[src/rtl/intr_pkg.sv]
package intr_pkg;
  localparam int N_SRC  = 5;
  localparam int N_MASK = 3;
  localparam int VEC_W  = 16;
  localparam int OP_W   = 8;

  typedef enum logic [2:0] {
    SRC_NONE   = 3'd0,
    SRC_NMI    = 3'd1,
    SRC_EDGE   = 3'd2,
    SRC_LVL_HI = 3'd3,
    SRC_LVL_LO = 3'd4,
    SRC_GEN    = 3'd5
  } src_t;

  localparam logic [VEC_W-1:0] VEC_NMI    = 16'h0024;
  localparam logic [VEC_W-1:0] VEC_EDGE   = 16'h003C;
  localparam logic [VEC_W-1:0] VEC_LVL_HI = 16'h0034;
  localparam logic [VEC_W-1:0] VEC_LVL_LO = 16'h002C;

  function automatic logic [VEC_W-1:0] fixed_vec(src_t s);
    case (s)
      SRC_NMI:    return VEC_NMI;
      SRC_EDGE:   return VEC_EDGE;
      SRC_LVL_HI: return VEC_LVL_HI;
      SRC_LVL_LO: return VEC_LVL_LO;
      default:    return '0;
    endcase
  endfunction
endpackage

[src/rtl/intr_edge_latch.sv]
module intr_edge_latch (
  input  logic clk_i,
  input  logic rst_ni,
  input  logic pin_i,
  input  logic clr_i,
  output logic pend_o
);
  logic pin_q;
  logic rise;

  assign rise = pin_i & ~pin_q;

  always_ff @(posedge clk_i or negedge rst_ni) begin
    if (!rst_ni) begin
      pin_q  <= 1'b0;
      pend_o <= 1'b0;
    end else begin
      pin_q <= pin_i;
      if (rise)       pend_o <= 1'b1;  // new edge beats a clear
      else if (clr_i) pend_o <= 1'b0;
    end
  end

  p_edge_sets_r2: assert property (@(posedge clk_i) disable iff (!rst_ni)
    $rose(pin_i) |=> pend_o);
  p_clear_r2: assert property (@(posedge clk_i) disable iff (!rst_ni)
    (clr_i && !pin_i) |=> !pend_o);
endmodule

[src/rtl/intr_prio_arb.sv]
module intr_prio_arb
  import intr_pkg::*;
(
  input  logic              nmi_i,
  input  logic              pend_edge_i,
  input  logic              lvl_hi_i,
  input  logic              lvl_lo_i,
  input  logic              gen_i,
  input  logic              ie_i,
  input  logic [N_MASK-1:0] mask_i,
  output src_t              win_o
);
  logic [N_MASK-1:0] raw_m;
  logic [N_MASK-1:0] gated;
  logic [N_SRC-1:0]  req;   // index 0 = highest priority

  assign raw_m = {pend_edge_i, lvl_hi_i, lvl_lo_i};

  for (genvar g = 0; g < N_MASK; g++) begin : g_lane
    assign gated[g] = ie_i & raw_m[g] & ~mask_i[g];
  end

  assign req = {ie_i & gen_i, gated[0], gated[1], gated[2], nmi_i};

  always_comb begin
    win_o = SRC_NONE;
    for (int i = N_SRC - 1; i >= 0; i--) begin
      if (req[i]) win_o = src_t'(3'(i + 1));
    end
  end
endmodule

[src/rtl/intr_ack_seq.sv]
module intr_ack_seq
  import intr_pkg::*;
(
  input  logic             clk_i,
  input  logic             rst_ni,
  input  logic             start_i,
  input  logic [OP_W-1:0]  opcode_i,
  output logic             busy_o,
  output logic             inta_no,
  output logic [VEC_W-1:0] vec_o,
  output logic             vec_valid_o
);
  typedef enum logic [1:0] {S_IDLE, S_T1, S_T2, S_T3} st_t;
  st_t st_q;

  always_ff @(posedge clk_i or negedge rst_ni) begin
    if (!rst_ni) begin
      st_q  <= S_IDLE;
      vec_o <= '0;
    end else begin
      case (st_q)
        S_IDLE: if (start_i) st_q <= S_T1;
        S_T1:   st_q <= S_T2;
        S_T2: begin
          st_q  <= S_T3;
          vec_o <= VEC_W'({opcode_i[5:3], 3'b000});
        end
        default: st_q <= S_IDLE;
      endcase
    end
  end

  assign busy_o      = (st_q != S_IDLE);
  assign inta_no     = (st_q != S_T2);
  assign vec_valid_o = (st_q == S_T3);

  p_strobe_in_ack_r9: assert property (@(posedge clk_i) disable iff (!rst_ni)
    !inta_no |-> busy_o);
  p_strobe_single_r9: assert property (@(posedge clk_i) disable iff (!rst_ni)
    !inta_no |=> (inta_no && vec_valid_o));
  p_start_t1_r9: assert property (@(posedge clk_i) disable iff (!rst_ni)
    (start_i && !busy_o) |=> (busy_o && inta_no && !vec_valid_o));
endmodule

[src/rtl/intr_sense_unit.sv]
module intr_sense_unit
  import intr_pkg::*;
(
  input  logic              clk_i,
  input  logic              rst_ni,
  input  logic              sample_i,
  input  logic              ei_i,
  input  logic              mask_wr_i,
  input  logic [N_MASK:0]   mask_d_i,
  input  logic              nmi_i,
  input  logic              edge_req_i,
  input  logic              lvl_hi_i,
  input  logic              lvl_lo_i,
  input  logic              gen_req_i,
  input  logic [OP_W-1:0]   opcode_i,
  output logic              take_o,
  output logic [2:0]        src_o,
  output logic [VEC_W-1:0]  vec_o,
  output logic              vec_valid_o,
  output logic              ack_req_o,
  output logic              inta_no
);
  logic              ie_q;
  logic [N_MASK-1:0] mask_q;
  logic              pend_edge;
  logic              edge_clr;
  logic              accept;
  src_t              win;
  src_t              src_q;
  logic              take_q;
  logic [VEC_W-1:0]  fix_vec_q;
  logic              fix_valid_q;
  logic [VEC_W-1:0]  ack_vec;
  logic              ack_valid;
  logic              ack_busy;

  assign accept   = sample_i & ~ack_busy & (win != SRC_NONE);
  assign edge_clr = (mask_wr_i & mask_d_i[N_MASK]) | (accept & (win == SRC_EDGE));

  intr_edge_latch u_edge (
    .clk_i  (clk_i),
    .rst_ni (rst_ni),
    .pin_i  (edge_req_i),
    .clr_i  (edge_clr),
    .pend_o (pend_edge)
  );

  intr_prio_arb u_arb (
    .nmi_i       (nmi_i),
    .pend_edge_i (pend_edge),
    .lvl_hi_i    (lvl_hi_i),
    .lvl_lo_i    (lvl_lo_i),
    .gen_i       (gen_req_i),
    .ie_i        (ie_q),
    .mask_i      (mask_q),
    .win_o       (win)
  );

  intr_ack_seq u_ack (
    .clk_i       (clk_i),
    .rst_ni      (rst_ni),
    .start_i     (accept & (win == SRC_GEN)),
    .opcode_i    (opcode_i),
    .busy_o      (ack_busy),
    .inta_no     (inta_no),
    .vec_o       (ack_vec),
    .vec_valid_o (ack_valid)
  );

  always_ff @(posedge clk_i or negedge rst_ni) begin
    if (!rst_ni) begin
      ie_q        <= 1'b0;
      mask_q      <= '1;
      take_q      <= 1'b0;
      src_q       <= SRC_NONE;
      fix_vec_q   <= '0;
      fix_valid_q <= 1'b0;
    end else begin
      if (accept)    ie_q <= 1'b0;
      else if (ei_i) ie_q <= 1'b1;
      if (mask_wr_i) mask_q <= mask_d_i[N_MASK-1:0];
      take_q      <= accept;
      src_q       <= accept ? win : SRC_NONE;
      fix_vec_q   <= fixed_vec(win);
      fix_valid_q <= accept & (win != SRC_GEN);
    end
  end

  assign take_o      = take_q;
  assign src_o       = src_q;
  assign ack_req_o   = ack_busy;
  assign vec_valid_o = fix_valid_q | ack_valid;
  assign vec_o       = ack_valid ? ack_vec : fix_vec_q;

  p_take_needs_sample_r1: assert property (@(posedge clk_i) disable iff (!rst_ni)
    take_o |-> $past(sample_i));
  p_ie_cleared_r6: assert property (@(posedge clk_i) disable iff (!rst_ni)
    take_o |-> !ie_q);
  p_mask_hi_r4: assert property (@(posedge clk_i) disable iff (!rst_ni)
    (take_o && src_o == SRC_LVL_HI) |-> $past(ie_q && !mask_q[1]));
  p_nmi_always_r7: assert property (@(posedge clk_i) disable iff (!rst_ni)
    (sample_i && nmi_i && !ack_req_o) |=> (take_o && src_o == SRC_NMI));
  p_nmi_vec_r8: assert property (@(posedge clk_i) disable iff (!rst_ni)
    (take_o && src_o == SRC_NMI) |-> (vec_valid_o && vec_o == VEC_NMI));
  p_gen_ack_r9: assert property (@(posedge clk_i) disable iff (!rst_ni)
    (take_o && src_o == SRC_GEN) |-> (ack_req_o && inta_no && !vec_valid_o));
endmodule

[config.mk]
export PLATFORM = sky130hd
export DESIGN_NAME = intr_sense_unit
export DESIGN_NICKNAME = d
export VERILOG_FILES = /design/src/rtl/intr_pkg.sv /design/src/rtl/intr_edge_latch.sv /design/src/rtl/intr_prio_arb.sv /design/src/rtl/intr_ack_seq.sv /design/src/rtl/intr_sense_unit.sv
export SDC_FILE = /design/constraint.sdc
export NUM_CORES = 1
export LEC_CHECK = 0
export BUFFER_PORTS_ARGS = -buffer_cell sky130_fd_sc_hd__buf_2
export CORE_MARGIN = 1
export CORE_UTILIZATION = 34
export CTS_CLUSTER_DIAMETER = 30
export DETAILED_ROUTE_END_ITERATION = 12
export GPL_ROUTABILITY_DRIVEN = 0
export PLACE_DENSITY = 0.67
export RECOVER_POWER = 25
export REMOVE_ABC_BUFFERS = 1
export SLEW_MARGIN = 20
export SYNTH_ARGS = -nofsm -noshare
export SYNTH_HDL_FRONTEND = slang
export SYNTH_HIERARCHICAL = 1
export SYNTH_SLANG_ARGS = --single-unit
[constraint.sdc]
create_clock -name clk_i -period 5.33 [get_ports clk_i]
set_input_delay 0.2665 -clock clk_i [delete_from_list [all_inputs] [get_ports clk_i]]
set_output_delay 0.2665 -clock clk_i [all_outputs]
set_load 0.05 [all_outputs]
=== Word level (Yosys, flattened, before mapping) ===
Cells that the tools add are included.
W data, S select, Z words.

* Equal/unequal tests: 11
* Mux-type cells: 14
* Bitwise operators: 21
* Reduce and logical (&&, ||, !) cells: 5

{| class="wikitable"
|+ Operators by type and width
! cell !! number
|-
| $pmux W6 S4 || 1
|-
| $mux W3 || 6
|-
| $mux W16 || 1
|-
| $and A1 B1 Y1 || 14
|-
| $eq A3 B2 Y1 const B || 2
|-
| $eq A3 B3 Y1 const B || 2
|-
| $pmux W2 S3 || 1
|-
| $reduce_bool A2 Y1 || 3
|-
| $not A1 Y1 || 5
|-
| $eq A2 B2 Y1 const B || 2
|-
| $mux W1 || 4
|-
| $eq A3 B1 Y1 const B || 1
|-
| $ne A3 B3 Y1 const B || 1
|-
| $reduce_bool A3 Y1 || 1
|-
| $eq A2 B1 Y1 const B || 1
|-
| $logic_not A2 Y1 || 1
|-
| $mux W2 || 1
|-
| $ne A2 B1 Y1 const B || 1
|-
| $ne A2 B2 Y1 const B || 1
|-
| $or A1 B1 Y1 || 2
|}

* Flip-flop bits (word level): 32
* Input port bits: 22
* Output and inout port bits: 23
* Word-level logic and storage cells: 61

=== Longest topological paths before layout ===
* Depth after elaboration: 12
* Gate-level depth with buffers: 7
* Mapped depth without buffers: 7

=== By module ===
Netlist, hierarchy kept.

{| class="wikitable"
|+ By module, submodules not included
! module !! instances !! cells each !! area each (sq um) !! seq. area each (sq um)
|-
| intr_sense_unit || 1 || 54 || 585.6 || 304.0
|-
| intr_ack_seq || 1 || 33 || 344.1 || 125.1
|-
| intr_prio_arb || 1 || 12 || 73.8 || 0.0
|-
| intr_edge_latch || 1 || 5 || 70.1 || 50.0
|}

=== Worst setup path after synthesis ===
No wires, ideal clock.

* Path kind: register to register
* Start: register mask_q[1]
* End: register u_ack.st_q[1]
* Setup time: 125 ps
* Arrival time: 1,756 ps
* Required time: 5,205 ps
* Slack: 3,449 ps
* Cell stages (with the launch flop): 8
* Path buffers: 0
* Clock period less this slack: 1,881 ps
* Path through: dfstp_2 > nand2b_1 > nand2_1 > a211oi_2 > and3b_1 > and2_1 > nand2b_1 > mux2_4

* Word-level cells in the longest chain between the ends: 9
* Elaborated cells between the ends (all ways): 10
* Classes of those cells: eq/ne: 2; mux: 3; bitwise: 4; reduce/logical: 1

{| class="wikitable"
|+ Ends and longest elaborated chain
! element !! line !! source
|-
| start, declared || intr_sense_unit.sv:24 || <nowiki>logic [N_MASK-1:0] mask_q;</nowiki>
|-
| start signal, assigned || intr_sense_unit.sv:81 || <nowiki>if (mask_wr_i) mask_q <= mask_d_i[N_MASK-1:0];</nowiki>
|-
| $not A1 Y1 (*) || intr_prio_arb.sv:20 || <nowiki>assign gated[g] = ie_i & raw_m[g] & ~mask_i[g];</nowiki>
|-
| $and A1 B1 Y1 (*) || intr_prio_arb.sv:20 ||
|-
| $mux W3 (*) (3 in series) || intr_prio_arb.sv:28 || <nowiki>if (req[i]) win_o = src_t'(3'(i + 1));</nowiki>
|-
| via win[2] || intr_sense_unit.sv:28 || <nowiki>src_t win;</nowiki>
|-
| $reduce_bool A3 Y1 || intr_sense_unit.sv:37 || <nowiki>assign accept = sample_i & ~ack_busy & (win != SRC_NONE);</nowiki>
|-
| $and A1 B1 Y1 || intr_sense_unit.sv:37 ||
|-
| $and A1 B1 Y1 (*) || intr_sense_unit.sv:62 || <nowiki>.start_i (accept & (win == SRC_GEN)),</nowiki>
|-
| $ne A2 B1 Y1 (no line) (*) || -- ||
|-
| end signal, assigned || intr_ack_seq.sv:23 || <nowiki>S_T1: st_q <= S_T2;</nowiki>
|-
| end signal, assigned || intr_ack_seq.sv:25 || <nowiki>st_q <= S_T3;</nowiki>
|-
| end signal, assigned || intr_ack_seq.sv:28 || <nowiki>default: st_q <= S_IDLE;</nowiki>
|-
| end, declared || intr_ack_seq.sv:14 || <nowiki>st_t st_q;</nowiki>
|}

The timed path passes the listed nets; every way through them passes the cells marked *.
A chain may end at the register's enable or synchronous reset.

=== Worst setup path in the final report ===
* Start: register mask_q[0]
* End: register u_ack.st_q[1]

* Word-level cells in the longest chain between the ends: 10
* Elaborated cells between the ends (all ways): 11
* Classes of those cells: eq/ne: 2; mux: 4; bitwise: 4; reduce/logical: 1

{| class="wikitable"
|+ Ends and longest elaborated chain
! element !! line
|-
| $not A1 Y1 (*) || intr_prio_arb.sv:20
|-
| $and A1 B1 Y1 (*) || intr_prio_arb.sv:20
|-
| $mux W3 (*) (4 in series) || intr_prio_arb.sv:28
|-
| via win[0] || intr_sense_unit.sv:28
|-
| $reduce_bool A3 Y1 || intr_sense_unit.sv:37
|-
| $and A1 B1 Y1 || intr_sense_unit.sv:37
|-
| $and A1 B1 Y1 (*) || intr_sense_unit.sv:62
|-
| $ne A2 B1 Y1 (no line) (*) || --
|}

Marks and branches as above.

==> summary by stage <==
Drt
The routed wire length per instance is around 9.8 um. The number of remaining DRC errors is 0. The detailed router finished its first iteration with 17 violations. The detail-routed via count per cell is 4.270. The first detailed-routing pass ran for 4 iterations. The count of nets left with antenna violations once routing finished came out at 0. Detailed routing inserted a total of 760 vias.

The final layout contains routed wiring with a total length of around 1.7 mm.

Yosys
The count of different cell masters after synthesis is 30. The cell count after synthesis is approximately 100. The sequential cell area fraction in the yosys report is 0.4464. The number of register bits inferred by synthesis is 19. In the synthesized netlist, the cells that appear most often are 16 x sky130_fd_sc_hd__dfrtp_1, 15 x sky130_fd_sc_hd__and2_1, 13 x sky130_fd_sc_hd__buf_4.

Averaged over all synthesized cells, the footprint is 10.32 um2. Ranked by total cell area, the synthesized netlist is headed by sky130_fd_sc_hd__dfrtp_1 37%, sky130_fd_sc_hd__buf_4 9.1%, sky130_fd_sc_hd__and2_1 8.7%, sky130_fd_sc_hd__dfstp_2 7.3%, sky130_fd_sc_hd__mux2_1 5.2%. The leading register cell type out of synthesis is sky130_fd_sc_hd__dfrtp_1. The number of synthesis warnings is 6.

Among all cell types in the netlist, the one instantiated most often is sky130_fd_sc_hd__dfrtp_1. Of the post-synthesis cell area, the dominant cell type holds 0.3730. The mapped cell area is around 0.0011 mm2. The complex-gate fraction of the synthesized area is 0.07226. Summed over all instances, the cell type with the most area after synthesis is sky130_fd_sc_hd__dfrtp_1. The xor-xnor portion of the synthesized cell area is 0.008159. The portion of netlist area occupied by mux cells is 0.09790. The share of flip-flops with an asynchronous set or reset after synthesis is 1.000.

Counting flops with a built-in enable in the synthesized netlist gives 0. After synthesis, the largest family of logic cells by area is simple AND/OR/NAND/NOR gates. The simple-gate share of the synthesized area is 0.2098.

The area share of fa/ha/maj cells after synthesis is 0.03497.

Setup path
The element type at the critical path start is a flop. For the worst setup path, the data arrival time is approximately 2.2 ns. The critical register-to-register path startpoint is mask_q[0]$_DFFE_PN1P_. STA classifies the critical path endpoint as a flop.

The critical path is of the flop to flop type. For the worst setup path, the data required time is between 5 and 6 ns. The launch point of the worst path is mask_q[0]$_DFFE_PN1P_. Along the worst path, the maximum fanout reaches 5.

Global routing
The global routing usage summed across all routing layers is 0.1142. The number of antenna violations at the first check in global routing is 0. The first global-routing pass estimated slightly below 3 mm of wire. The overall overflow remaining after global route is 0. Entering global routing, the biggest net connects 20 pins.

The number of global-route vias before repair is ~700.

Clock tree
The TritonCTS clock tree is yes. The number of gates resized after CTS was 0. The tree is rooted in a sky130_fd_sc_hd__clkbuf_4. The maximum count of clock buffers along a single path is 2. The number of CTS-inserted buffers is 3. The TritonCTS sink count is 19. The clock input transition at the sequential cells of the worst setup and hold paths is around 0.090 ns. The clock insertion delay at the later pin of the skew report is about 0.28 ns. In this run the number of H-tree levels came out at 1.

Timing
For the final database, setup skew stands at ~0.0014 ns. For the pin with the worst max-slew slack, the measured transition is ~0.98 ns. Setup violations remaining at the end of the flow were counted as 0. The worst path needs 2.039 ns of the cycle, external delays included. The relative slew slack is 0.3443.

Dividing the final minimum period by the clock period gives 0.3825. The total negative setup slack is 0 ns. Setup repair after global routing left no endpoint under its margin. The number of pins with negative max-slew slack in the final report is 0. The number of hold-slack violations in the final timing report is 0. The maximum frequency from static timing analysis is approximately 0.49 GHz. The worst path meets setup with 3.291 ns of slack.

Floorplanning
The die is 58.19 um wide. During I/O placement, the number of pins put on the boundary was 45. The effective utilization at floorplan is 0.3545. In this run the standard cell core region covers 0.003028 mm2. The overall die area is around 0.0034 mm2.

The initialized floorplan defines 20 standard-cell rows. The die extent in y is approximately 58 um.

Place
After detailed placement, the total cell area comes to ~0.0012 mm2. Buffers placed on the I/O ports in this run total 27. Counting tap cells, the placed design contains a total of ~170 instances. The HPWL after detailed placement is about 1.4 mm. The pre-CTS setup slack is 3.318 ns.

Cells and area
The post-layout instance area is 0.001241 mm2. The area growth from synthesis to layout is 15.62%. For this run, the post-layout net count is 160. Of the cells placed in the final design, the portion with a size suffix greater than 1 is 0.3060. The post-layout instance count excluding filler cells is 178. 0 antenna diodes ended up in the layout.

Run status
The run finished with clean final reports.

Worst hold path
In this run the most critical hold path is launched from edge_req_i. The path class of the tightest hold or removal check is input port to flop.

Power and ir drop
The post-layout total power is around 0.66 mW. The cell area power density is between 500 and 600 mW/mm2. The leakage power summed over all cells is roughly 0.64 nW. Across the VDD grid, the largest voltage drop is 0.0001650 V.

Job
Max-cap violations in this run came to 0.
## metrics by stage
stage,hold WS (ns),utilization
floorplan,-0.02909,-
global placement,0.2158,0.3983
detailed placement,0.2244,0.3983
CTS,0.09199,0.4103
global route,0.07643,0.4099
finish,0.1012,0.4099
## logic make-up (layout without fill, tap and decap cells)
family                   count (synthesis)  in the layout
AND/OR/NAND/NOR                         38             38
buffers and inverters                   23             41
flip-flops                              19             19
AO/OA/AOI/OAI                           10             10
multiplexers                             9              9
adder cells (fa/ha/maj)                  3              3
other                                    1             13
XOR/XNOR                                 1              1
## final timing paths
path                                                   end  slack, ns  depth (start not counted)
worst max-delay path             u_ack/st_q[1]$_DFFE_PN0P_       3.29                          7
worst min-delay path                u_edge/pin_q$_DFF_PN0_       0.10                          1
worst max register to register   u_ack/st_q[1]$_DFFE_PN0P_       3.29                          7
worst min register to register   u_edge/pend_o$_DFFE_PN0P_       0.45                          1
max in group asynchronous       u_ack/vec_o[5]$_DFFE_PN0N_       4.10                          2
min in group asynchronous        u_edge/pend_o$_DFFE_PN0P_       0.65                          2
## area by class of cell
type / instances / area (um2)
fillers: 317 / 1787
multi-input cells: 74 / 503.0
flip-flops and latches: 19 / 479.2
repair buffers: 28 / 143.9
well taps: 44 / 55.05
inverters: 9 / 33.78
clock buffers: 4 / 26.28
## state kept, by name, summed over array words and instances (netlist names)
register       cells
ie_q               1
src_o              3
mask_q             3
u_edge/pin_q       1
u_ack/st_q         2
fix_vec_q          3
fix_valid_q        1
u_edge/pend_o      1
take_o             1
u_ack/vec_o        3
## worst max-delay path, cell delays in order (launching register included)
cell and delay [ns]:
sky130_fd_sc_hd__dfstp_2 0.54, sky130_fd_sc_hd__nand2b_1 0.14, sky130_fd_sc_hd__nand2_1 0.06, sky130_fd_sc_hd__a31oi_1 0.39
sky130_fd_sc_hd__and3b_1 0.25, sky130_fd_sc_hd__and2_1 0.13, sky130_fd_sc_hd__nand2b_1 0.12, sky130_fd_sc_hd__mux2_4 0.30
## repair_timing
item / 4_1_cts / 5_1_grt
hold endpoints to repair: 16 / 0
hold buffers: 1 / 0
setup buffers: 0 / 0
## report_power, final
group	switching, mW	leakage [nW]	internal (mW)	total (mW)
Clock	0.0393	0.0150	0.0291	0.0684
Sequential	0.0200	0.230	0.184	0.204
Combinational	0.280	0.400	0.107	0.387
## cell usage in the layout (no fill, tap or decap), drive strengths merged, types with 3 or more instances in the layout
| cell type | synthesis | layout |
|---|---|---|
| clkbuf | 0 | 5 |
| nand2b | 6 | 6 |
| conb | 1 | 13 |
| ha | 3 | 3 |
| dfstp | 3 | 3 |
| buf | 14 | 26 |
| inv | 9 | 9 |
| and2 | 15 | 15 |
| dfrtp | 16 | 16 |
| nand2 | 7 | 7 |
| mux2 | 9 | 9 |
| nor2 | 4 | 4 |
## routing by layer
metal  part of all wire  GRT usage  vias up
met5                  0          0        -
met4              0.013    0.04082        0
met3              0.077    0.02902        4
met2               0.48     0.2003       41
met1               0.42     0.1346      349
li1                   -          -      366
Power figures use the tool's default switching activity.
